## src/rtl/trip_delay_sync.sv

```systemverilog
module trip_delay_sync #(
  parameter int CNT_W     = 16,
  parameter int DEF_MATCH = 2500
) (
  input  logic             clk,
  input  logic             rst,
  input  logic             trip_in,
  input  logic [CNT_W-1:0] match_val,
  output logic             sync_pulse,
  output logic             busy
);

  typedef enum logic {ST_IDLE = 1'b0, ST_RUN = 1'b1} state_t;

  logic [2:0]       trip_sh;
  state_t           state;
  logic [CNT_W-1:0] count_q;
  logic [CNT_W-1:0] match_q;
  logic             trip_rise;

  assign trip_rise  = trip_sh[1] & ~trip_sh[2];
  assign busy       = (state == ST_RUN);
  assign sync_pulse = busy && (count_q == match_q);

  always_ff @(posedge clk) begin
    if (rst) trip_sh <= '0;
    else     trip_sh <= {trip_sh[1:0], trip_in};
  end

  always_ff @(posedge clk) begin
    if (rst) begin
      state   <= ST_IDLE;
      count_q <= '0;
      match_q <= CNT_W'(DEF_MATCH);
    end else begin
      case (state)
        ST_IDLE: begin
          count_q <= '0;
          if (trip_rise) begin
            state   <= ST_RUN;
            match_q <= match_val;
          end
        end
        default: begin
          if (count_q == match_q) begin
            state   <= ST_IDLE;
            count_q <= '0;
          end else begin
            count_q <= count_q + 1'b1;
          end
        end
      endcase
    end
  end

endmodule


```

## config.mk

```make
export PLATFORM = sky130hd
export DESIGN_NAME = trip_delay_sync
export DESIGN_NICKNAME = d
export VERILOG_FILES = /design/src/rtl/trip_delay_sync.sv
export SDC_FILE = /design/constraint.sdc
export NUM_CORES = 1
export LEC_CHECK = 0
export ABC_AREA = 1
export BUFFER_PORTS_ARGS = -buffer_cell sky130_fd_sc_hd__buf_2
export CAP_MARGIN = 20
export CORE_MARGIN = 3
export CORE_UTILIZATION = 53
export CTS_BUF_LIST = sky130_fd_sc_hd__clkbuf_8
export DETAILED_ROUTE_END_ITERATION = 6
export PLACE_DENSITY = 0.77
export SETUP_SLACK_MARGIN = 0.05
export SLEW_MARGIN = 30
export SYNTH_ARGS = -nofsm -noshare
export SYNTH_HDL_FRONTEND = slang
export SYNTH_SLANG_ARGS = --single-unit
```

## constraint.sdc

```tcl
create_clock -name clk -period 1.3 [get_ports clk]
set_clock_uncertainty 0.1 [all_clocks]
set_input_delay 0.13 -clock clk [delete_from_list [all_inputs] [get_ports clk]]
set_output_delay 0.13 -clock clk [all_outputs]
set_load 0.03 [all_outputs]
```

After elaboration in Yosys (flattened, before gate mapping)
Index checks and enable logic that the tools add are counted.
- register bits after elaboration: 36
- latch bits: 0
- bits in writable memories: 0
- bits in read-only memories: 0
- input port bits: 19
- output and inout port bits: 2
- memories: 0
- $add $sub $neg: 1
- multipliers: 0
- div/mod/pow operators: 0
- order comparisons: 0
- eq/ne operators: 1
- shifts and indexed selects: 0
- mux-type cells: 3
- bitwise operators: 3
- reductions and logical operators: 3
- operators with widths (operator ; count):
    $add A16 B1 Y16 const B ; 1
    $eq A16 B16 Y1 ; 1
    $mux W1 ; 3
    $reduce_or A3 Y1 ; 1
    $not A1 Y1 ; 2
    $reduce_and A2 Y1 ; 1
    $and A1 B1 Y1 ; 1
    $logic_and A1 B1 Y1 ; 1

Depth between registers and ports, before layout
Gate-level depths: netlist (run 1).
- word-level depth: 4
- depth in mapped cells: 10
- depth with buffers taken out: 9

Worst setup path after synthesis (run 1)
Ideal clock, no wire load.
- path type: register to output
- start: register count_q[3]
- end: output sync_pulse
- data arrival time: 1.249 ns
- required time: 1.070 ns
- slack: -0.179 ns
- stages on the path, launching flop included: 9
- cells stage by stage: dfxtp_1 > inv_1 > nand2_1 > nand2_1 > nor2_1 > nand2_1 > nor2_1 > nand2_1 > nor2_1
- cells in the longest elaborated chain, start to end: 2
- RTL lines (element ; line ; RTL):
    from (decl) ; 17 ; logic [CNT_W-1:0] count_q;
    from (signal assigned) ; 49 ; count_q <= count_q + 1'b1;
    $eq A16 B16 Y1 ; 23 ; assign sync_pulse = busy && (count_q == match_q);
    $logic_and A1 B1 Y1 ; 23 ;
    to (decl) ; 9 ; output logic sync_pulse,
Every way passes these cells.

Worst setup path after layout (run 1)
- start: register match_q[2]
- end: output sync_pulse
- cells in the longest elaborated chain, start to end: 2
- RTL lines (element ; line ; RTL):
    from (decl) ; 18 ; logic [CNT_W-1:0] match_q;
    from (signal assigned) ; 34 ; match_q <= CNT_W'(DEF_MATCH);
    from (signal assigned) ; 41 ; match_q <= match_val;
    $eq A16 B16 Y1 ; 23 ;
    $logic_and A1 B1 Y1 ; 23 ;
Every way passes these cells.

==> results.py, run 1 <==
metrics = {
    "run_status": {
        "status": "finished, violations left",
        "violations": "DRC, hold timing, setup timing",
    },
    "synthesis": {
        "ys.flop_type": "dfxtp_1",
        "ys_types": 17,
        "syn_area_um2": 1670,
        "synthMuxAreaShare": 0,
        "post_synth_xor_area_fraction": 0.0732,
        "ys_ff_latch": 36,
        "synth_compound_area_frac": 0.0957,
        "ys_top_cells_by_area": "dfxtp_1 43%, nand2_1 15%, inv_1 9.4%, nor2_1 9.2%, xor2_1 6.8%",
        "yosys_warnings": 0,
        "synthAdderAreaFrac": 0.00747,
        "synthCells": 250,
        "synth_top_cell_by_area": "dfxtp_1",
        "synth_top_family_by_area": "simple AND/OR/NAND/NOR gates",
        "synth_common_cells": "66 x nand2_1, 42 x inv_1, 41 x nor2_1, 36 x dfxtp_1",
        "postSynthAreaPerCell_um2": 6.70,
        "yosysMostFrequentCell": "nand2_1",
        "async_reset_ff_frac": 0,
        "synth_nets": 270,
        "synth-simple-area-share": 0.281,
        "yosys.area.top_type_share": 0.430,
        "yosysSeqAreaShare": 0.430,
        "synth_edf_count": 0,
    },
    "routing": {
        "wl_per_cell_um": 17.9,
        "viasPerCell": 5.54,
        "wirelength_mm": 6.67,
        "met2_length_mm": 3.11,
        "wl_met3_um": 608,
        "drc": 7,
        "dr.pass1.iters": 7,
        "first_iter_violations": 153,
        "met1_length_mm": 2.48,
        "vias": 2060,
        "top_layer": "met4",
        "antenna_left": 0,
    },
    "job": {
        "maxCapViolCount": 0,
    },
    "sta": {
        "hold_ws_ns": -0.00469,
        "maxSlewViolCount": 0,
        "min_period_ns": 1.87,
        "hold_viol": 1,
        "tightest_slew_ns": 0.662,
        "layout_setup_ws_ns": -0.566,
        "fmax_ghz": 0.536,
        "maxSlewHeadroom": 0.558,
        "rsz0062_at_grt": "true",
        "fin_crit_sh": 1.44,
        "setup_violations": 21,
    },
    "worst_setup_path": {
        "rr_endpoint": "busy$_SDFF_PP0_",
        "worstSetupStartpointType": "register",
        "cp_max_fo": 2,
        "r2r_cells": 12,
        "worstPathRequired_ns": 1.07,
        "criticalPathCategory": "register to primary output",
        "r2r_start": "match_q[2]$_SDFFE_PP1P_",
        "reg2reg_slack_ns": -0.56,
        "cp.arrival_ns": 1.64,
        "end_kind": "primary output",
    },
    "cts": {
        "htree_levels": 2,
        "cts_buffers": 5,
        "cts_tree": "done",
        "clk_transition_reported_paths_ns": 0.07,
        "clk_latency_ns": 0.29,
        "cts_max_path_buffers": 2,
        "clock-root-buffer": "clkbuf_8",
        "cts.sinks": 36,
    },
    "global_route": {
        "grt_antenna_before_repair": 0,
        "grt_pass1_vias": 1719,
        "track_usage": 0.253,
        "grt-ovfl-total": 0,
        "grt_max_degree": 16,
        "grt_pass1_wl_mm": 7.60,
    },
    "pwr": {
        "powerDensity_nw_per_um2": 871,
        "worst_ir_drop_vdd_v": 0.00107,
        "total_power_mw": 2.28,
        "p_leak_nw": 1.14,
    },
    "layout": {
        "layout-drive-gt1-share": 0.512,
        "area_growth_pct": 56.7,
        "n_antenna_cell": 0,
        "layout.nets": 349,
        "fillers": 110,
    },
    "die": {
        "fp.dieW_um": 62.2,
        "die_area_um2": 3870,
        "start_util": 0.582,
        "fp-row-count": 19,
        "pin_count": 21,
        "core_um2": 2880,
        "die_h_um": 62.2,
    },
    "placed_design": {
        "io_buffers": 20,
        "hpwlAfterDp_mm": 2.75,
        "gp_congestion": 0.867,
    },
    "hold_path": {
        "hold_depth": 3,
        "hold_end": "match_q[13]$_SDFFE_PP0P_",
        "worst_hold_path_type": "input port to register",
        "hp-start": "match_val[13]",
    },
}
==> worst max-delay path: stages, from the launching register on <==
cell,delay [ns]
dfxtp_2,0.34
inv_1,0.06
nand2_1,0.08
nand2_1,0.08
nor2_1,0.18
nand2_1,0.10
nor2_1,0.14
nand2_2,0.12
nor2_4,0.10
buf_6,0.13
==> timing repair <==
item / in CTS / in global routing
hold buffers: 6 / 0
cloned: 2 / 2
gates resized for setup: 20 / 75
setup buffers: 8 / 4
endpoints found under the setup margin: 22 / 29
pin swaps: 4 / 7
hold endpoints to repair: 6 / 0
==> worst max-delay path by stage <==
stage / from / to / slack, ns / depth (start not counted)
2_1_floorplan: count_q[10]$_SDFF_PP0_ / count_q[7]$_SDFF_PP0_ / 0.007 / 10
5_1_grt: match_q[2]$_SDFFE_PP1P_ / sync_pulse / -0.66 / 9
3_5_place_dp: count_q[13]$_SDFF_PP0_ / sync_pulse / -0.11 / 9
6_report: match_q[2]$_SDFFE_PP1P_ / sync_pulse / -0.57 / 9
3_3_place_gp: count_q[3]$_SDFF_PP0_ / sync_pulse / -0.1 / 9
4_1_cts: count_q[1]$_SDFF_PP0_ / sync_pulse / -0.34 / 9
==> per-stage QoR <==
| step | area (um2) | instances | util | worst slack (ns) | setup TNS, ns |
|---|---|---|---|---|---|
| finish | 2620 | 372 | 0.912 | -0.566 | -9.70 |
| global route | 2620 | 372 | 0.912 | -0.655 | -11.29 |
| CTS | 2420 | 368 | 0.841 | -0.336 | -5.43 |
| detailed placement | 2140 | 344 | 0.742 | -0.114 | -1.73 |
| global placement | 2140 | 344 | 0.742 | -0.0955 | -1.39 |
| floorplan | 1720 | 250 | - | 0.00746 | 0 |
==> registers in the layout, indices dropped and copies added, names as in the netlist <==
signal and cells:
busy 1, count_q 16, trip_sh 3, match_q 16
==> metal layers <==
layer  vias up  track usage
met5         -            0
met4         0        0.124
met3        52       0.0667
met2       158        0.441
met1       937        0.284
li1        913            -
==> power breakdown <==
group | switching (mW) | total, mW | internal (mW)
Sequential | 0.0277 | 1.17 | 1.14
Clock | 0.405 | 0.822 | 0.417
Combinational | 0.166 | 0.297 | 0.131
==> cell families after synthesis <==
group	after synthesis
AOI/OAI and AO/OA	32
xor gates and xnor gates	14
adders and majority gates	1
buffers and inverters	48
DFF	36
and+or+nand+nor	119
==> cell type report <==
cell class,count,area (um2),share of cell area
multi-input cells,168,966,0.368
flip-flops and latches,36,759,0.290
repair buffers,76,597,0.228
inverters,42,158,0.0601
clock buffers,6,82.6,0.0315
well taps,42,52.6,0.0200
clock inverters,2,7.51,0.00286
==> placed cells by master (no fill, tap or decap) <==
| cell type | count |
|---|---|
| a21oi_1 | 14 |
| a21oi_2 | 2 |
| buf_12 | 2 |
| buf_2 | 20 |
| buf_4 | 42 |
| buf_6 | 5 |
| clkbuf_16 | 1 |
| clkbuf_8 | 6 |
| dfxtp_1 | 7 |
| dfxtp_2 | 28 |
| dfxtp_4 | 1 |
| dlygate4sd3_1 | 6 |
| ha_2 | 1 |
| inv_1 | 27 |
| inv_2 | 17 |
| nand2_1 | 58 |
| nand2_2 | 9 |
| nand2_8 | 3 |
| nand3_1 | 5 |
| nand3_2 | 1 |
| nor2_1 | 22 |
| nor2_2 | 19 |
| nor2_4 | 1 |
| nor3_1 | 2 |
| nor3_4 | 1 |
| o21ai_0 | 5 |
| o21ai_1 | 1 |
| o21ai_2 | 8 |
| o21ai_4 | 2 |
| xnor2_1 | 1 |
| xor2_1 | 13 |
(Power assumes the default switching activity.)
==> run 2, diff against run 1 <==
RECOVER_POWER = 50   (was default)
==> results.py, run 2 (synthesis results as in run 1) <==
metrics = {
    "layout": {
        "layout_common_cells": "58 x nand2_1, 42 x buf_4, 28 x inv_1, 28 x dfxtp_2, 22 x nor2_1",
        "layout.nets": 349,
        "top_regs": "count_q (16), match_q (16), trip_sh (3)",
        "layout-drive-gt1-share": 0.506,
        "finish.utilization": 0.911,
        "final_cells": 372,
        "n_antenna_cell": 0,
        "area_growth_pct": 56.6,
        "final_common_cell": "nand2_1",
    },
    "global_route": {
        "grt_pass1_wl_mm": 7.60,
        "grt_pass1_vias": 1719,
        "grt-ovfl-total": 0,
        "track_usage": 0.253,
        "grt_max_degree": 16,
        "grt_antenna_before_repair": 0,
    },
    "worst_setup_path": {
        "path_cells": "inv_1, nand2_1, nand2_1, nor2_1, nand2_1, nor2_1, nand2_2, nor2_4, buf_6",
        "path_delay_family": "simple AND/OR/NAND/NOR gates",
        "max_stage_delay_ns": 0.34,
        "end_kind": "primary output",
        "cp_slowest_cell": "dfxtp_2",
        "worst-path-buf-inv": 2,
        "cp_max_fo": 2,
        "criticalPathCategory": "register to primary output",
        "cp.arrival_ns": 1.63,
        "worst_path_most_repeated_cell": "nand2_1",
        "worstSetupStartpointType": "register",
        "reg2reg_slack_ns": -0.56,
        "worstPathRequired_ns": 1.07,
    },
    "pwr": {
        "p_leak_nw": 1.14,
        "powerDensity_nw_per_um2": 869,
        "worst_ir_drop_vdd_v": 0.00108,
    },
    "cts": {
        "clk_latency_ns": 0.29,
        "cts_max_path_buffers": 2,
        "clk_transition_reported_paths_ns": 0.07,
        "clock-root-buffer": "clkbuf_8",
        "cts_buffers": 5,
        "htree_levels": 2,
        "cts.sinks": 36,
        "cts_tree": "done",
    },
    "routing": {
        "vias": 2058,
        "drc": 0,
        "first_iter_violations": 155,
        "wirelength_mm": 6.61,
        "antenna_left": 0,
        "wl_per_cell_um": 17.8,
        "viasPerCell": 5.53,
        "dr.pass1.iters": 5,
    },
    "hold_path": {
        "worst_hold_path_type": "input port to register",
    },
    "die": {
        "fp.dieW_um": 62.2,
        "die_area_um2": 3870,
        "fp-row-count": 19,
        "core_um2": 2880,
        "start_util": 0.582,
        "die_h_um": 62.2,
        "pin_count": 21,
    },
    "sta": {
        "maxSlewViolCount": 0,
        "rsz0062_at_grt": "true",
        "hold_ws_ns": -0.00275,
        "setup_violations": 29,
        "tightest_slew_ns": 0.663,
        "min_period_ns": 1.86,
        "maxSlewHeadroom": 0.557,
        "fmax_ghz": 0.537,
        "fin_crit_sh": 1.43,
        "layout_setup_ws_ns": -0.561,
        "hold_viol": 1,
        "setup_tns_ns": -9.84,
    },
    "run_status": {
        "status": "finished, violations left",
        "violations": "hold timing, setup timing",
    },
    "placed_design": {
        "placed_cells_incl_taps": 344,
        "hpwlAfterDp_mm": 2.75,
        "io_buffers": 20,
        "gp_congestion": 0.867,
    },
    "job": {
        "maxCapViolCount": 0,
    },
}
==> run 2: final timing paths <==
kind | from | endpoint | cells after the start
max | match_q[2]$_SDFFE_PP1P_ | sync_pulse | 9
min | match_val[13] | match_q[13]$_SDFFE_PP0P_ | 3
max reg2reg | match_q[2]$_SDFFE_PP1P_ | busy$_SDFF_PP0_ | 12
min reg2reg | match_q[4]$_SDFFE_PP0P_ | match_q[4]$_SDFFE_PP0P_ | 2
==> run 2: area by class of cell <==
class,instances,area [um2]
Clock buffer,6,82.6
Timing Repair Buffer,76,596
Fill cell,110,255
Clock inverter,2,7.51
Multi-Input combinational cell,168,966
Inverter,42,158
Sequential cell,36,759
Tap cell,42,52.6
==> run 2: where the power goes <==
group / internal [mW] / switching [mW]
Clock: 0.416 / 0.400
Sequential: 1.14 / 0.0277
Combinational: 0.131 / 0.166
==> run 2: worst reg2reg max path, cell delays in order (launching register included) <==
cell     delay (ns)
dfxtp_2        0.34
inv_1          0.07
nand2_1        0.09
nand2_1        0.08
nor2_1         0.17
nand2_1        0.10
nor2_1         0.14
nand2_2        0.12
buf_6          0.13
buf_6          0.11
buf_12         0.14
nand2_8        0.11
nand2_2        0.06
==> run 2: repair_timing <==
item,in CTS,in global routing
pin swaps,4,7
endpoints found under the hold margin,6,0
cloned,2,2
setup endpoints to repair,22,29
gates resized for setup,20,75
setup buffers,8,4
hold buffers,6,0
==> run 2: layer usage <==
metal | wire [um] | track usage | share of wire | up-vias
li1 | - | - | - | 911
met5 | 0 | 0 | 0 | -
met2 | 3090 | 0.441 | 0.47 | 151
met1 | 2450 | 0.284 | 0.37 | 941
met4 | 462 | 0.124 | 0.070 | 0
met3 | 617 | 0.0667 | 0.093 | 55
==> run 2: metrics by stage <==
| stage | cell area, um2 | total power, mW | setup slack, ns | hold WS, ns |
|---|---|---|---|---|
| after floorplan | 1720 | 1.28 | 0.00746 | 0.137 |
| after global routing | 2620 | 2.35 | -0.655 | 0.00831 |
| final | 2620 | 2.28 | -0.561 | -0.00275 |
| after CTS | 2420 | 2.18 | -0.336 | 0.00837 |
| after global placement | 2140 | 1.36 | -0.0955 | 0.239 |
| after detailed placement | 2140 | 1.37 | -0.114 | 0.248 |
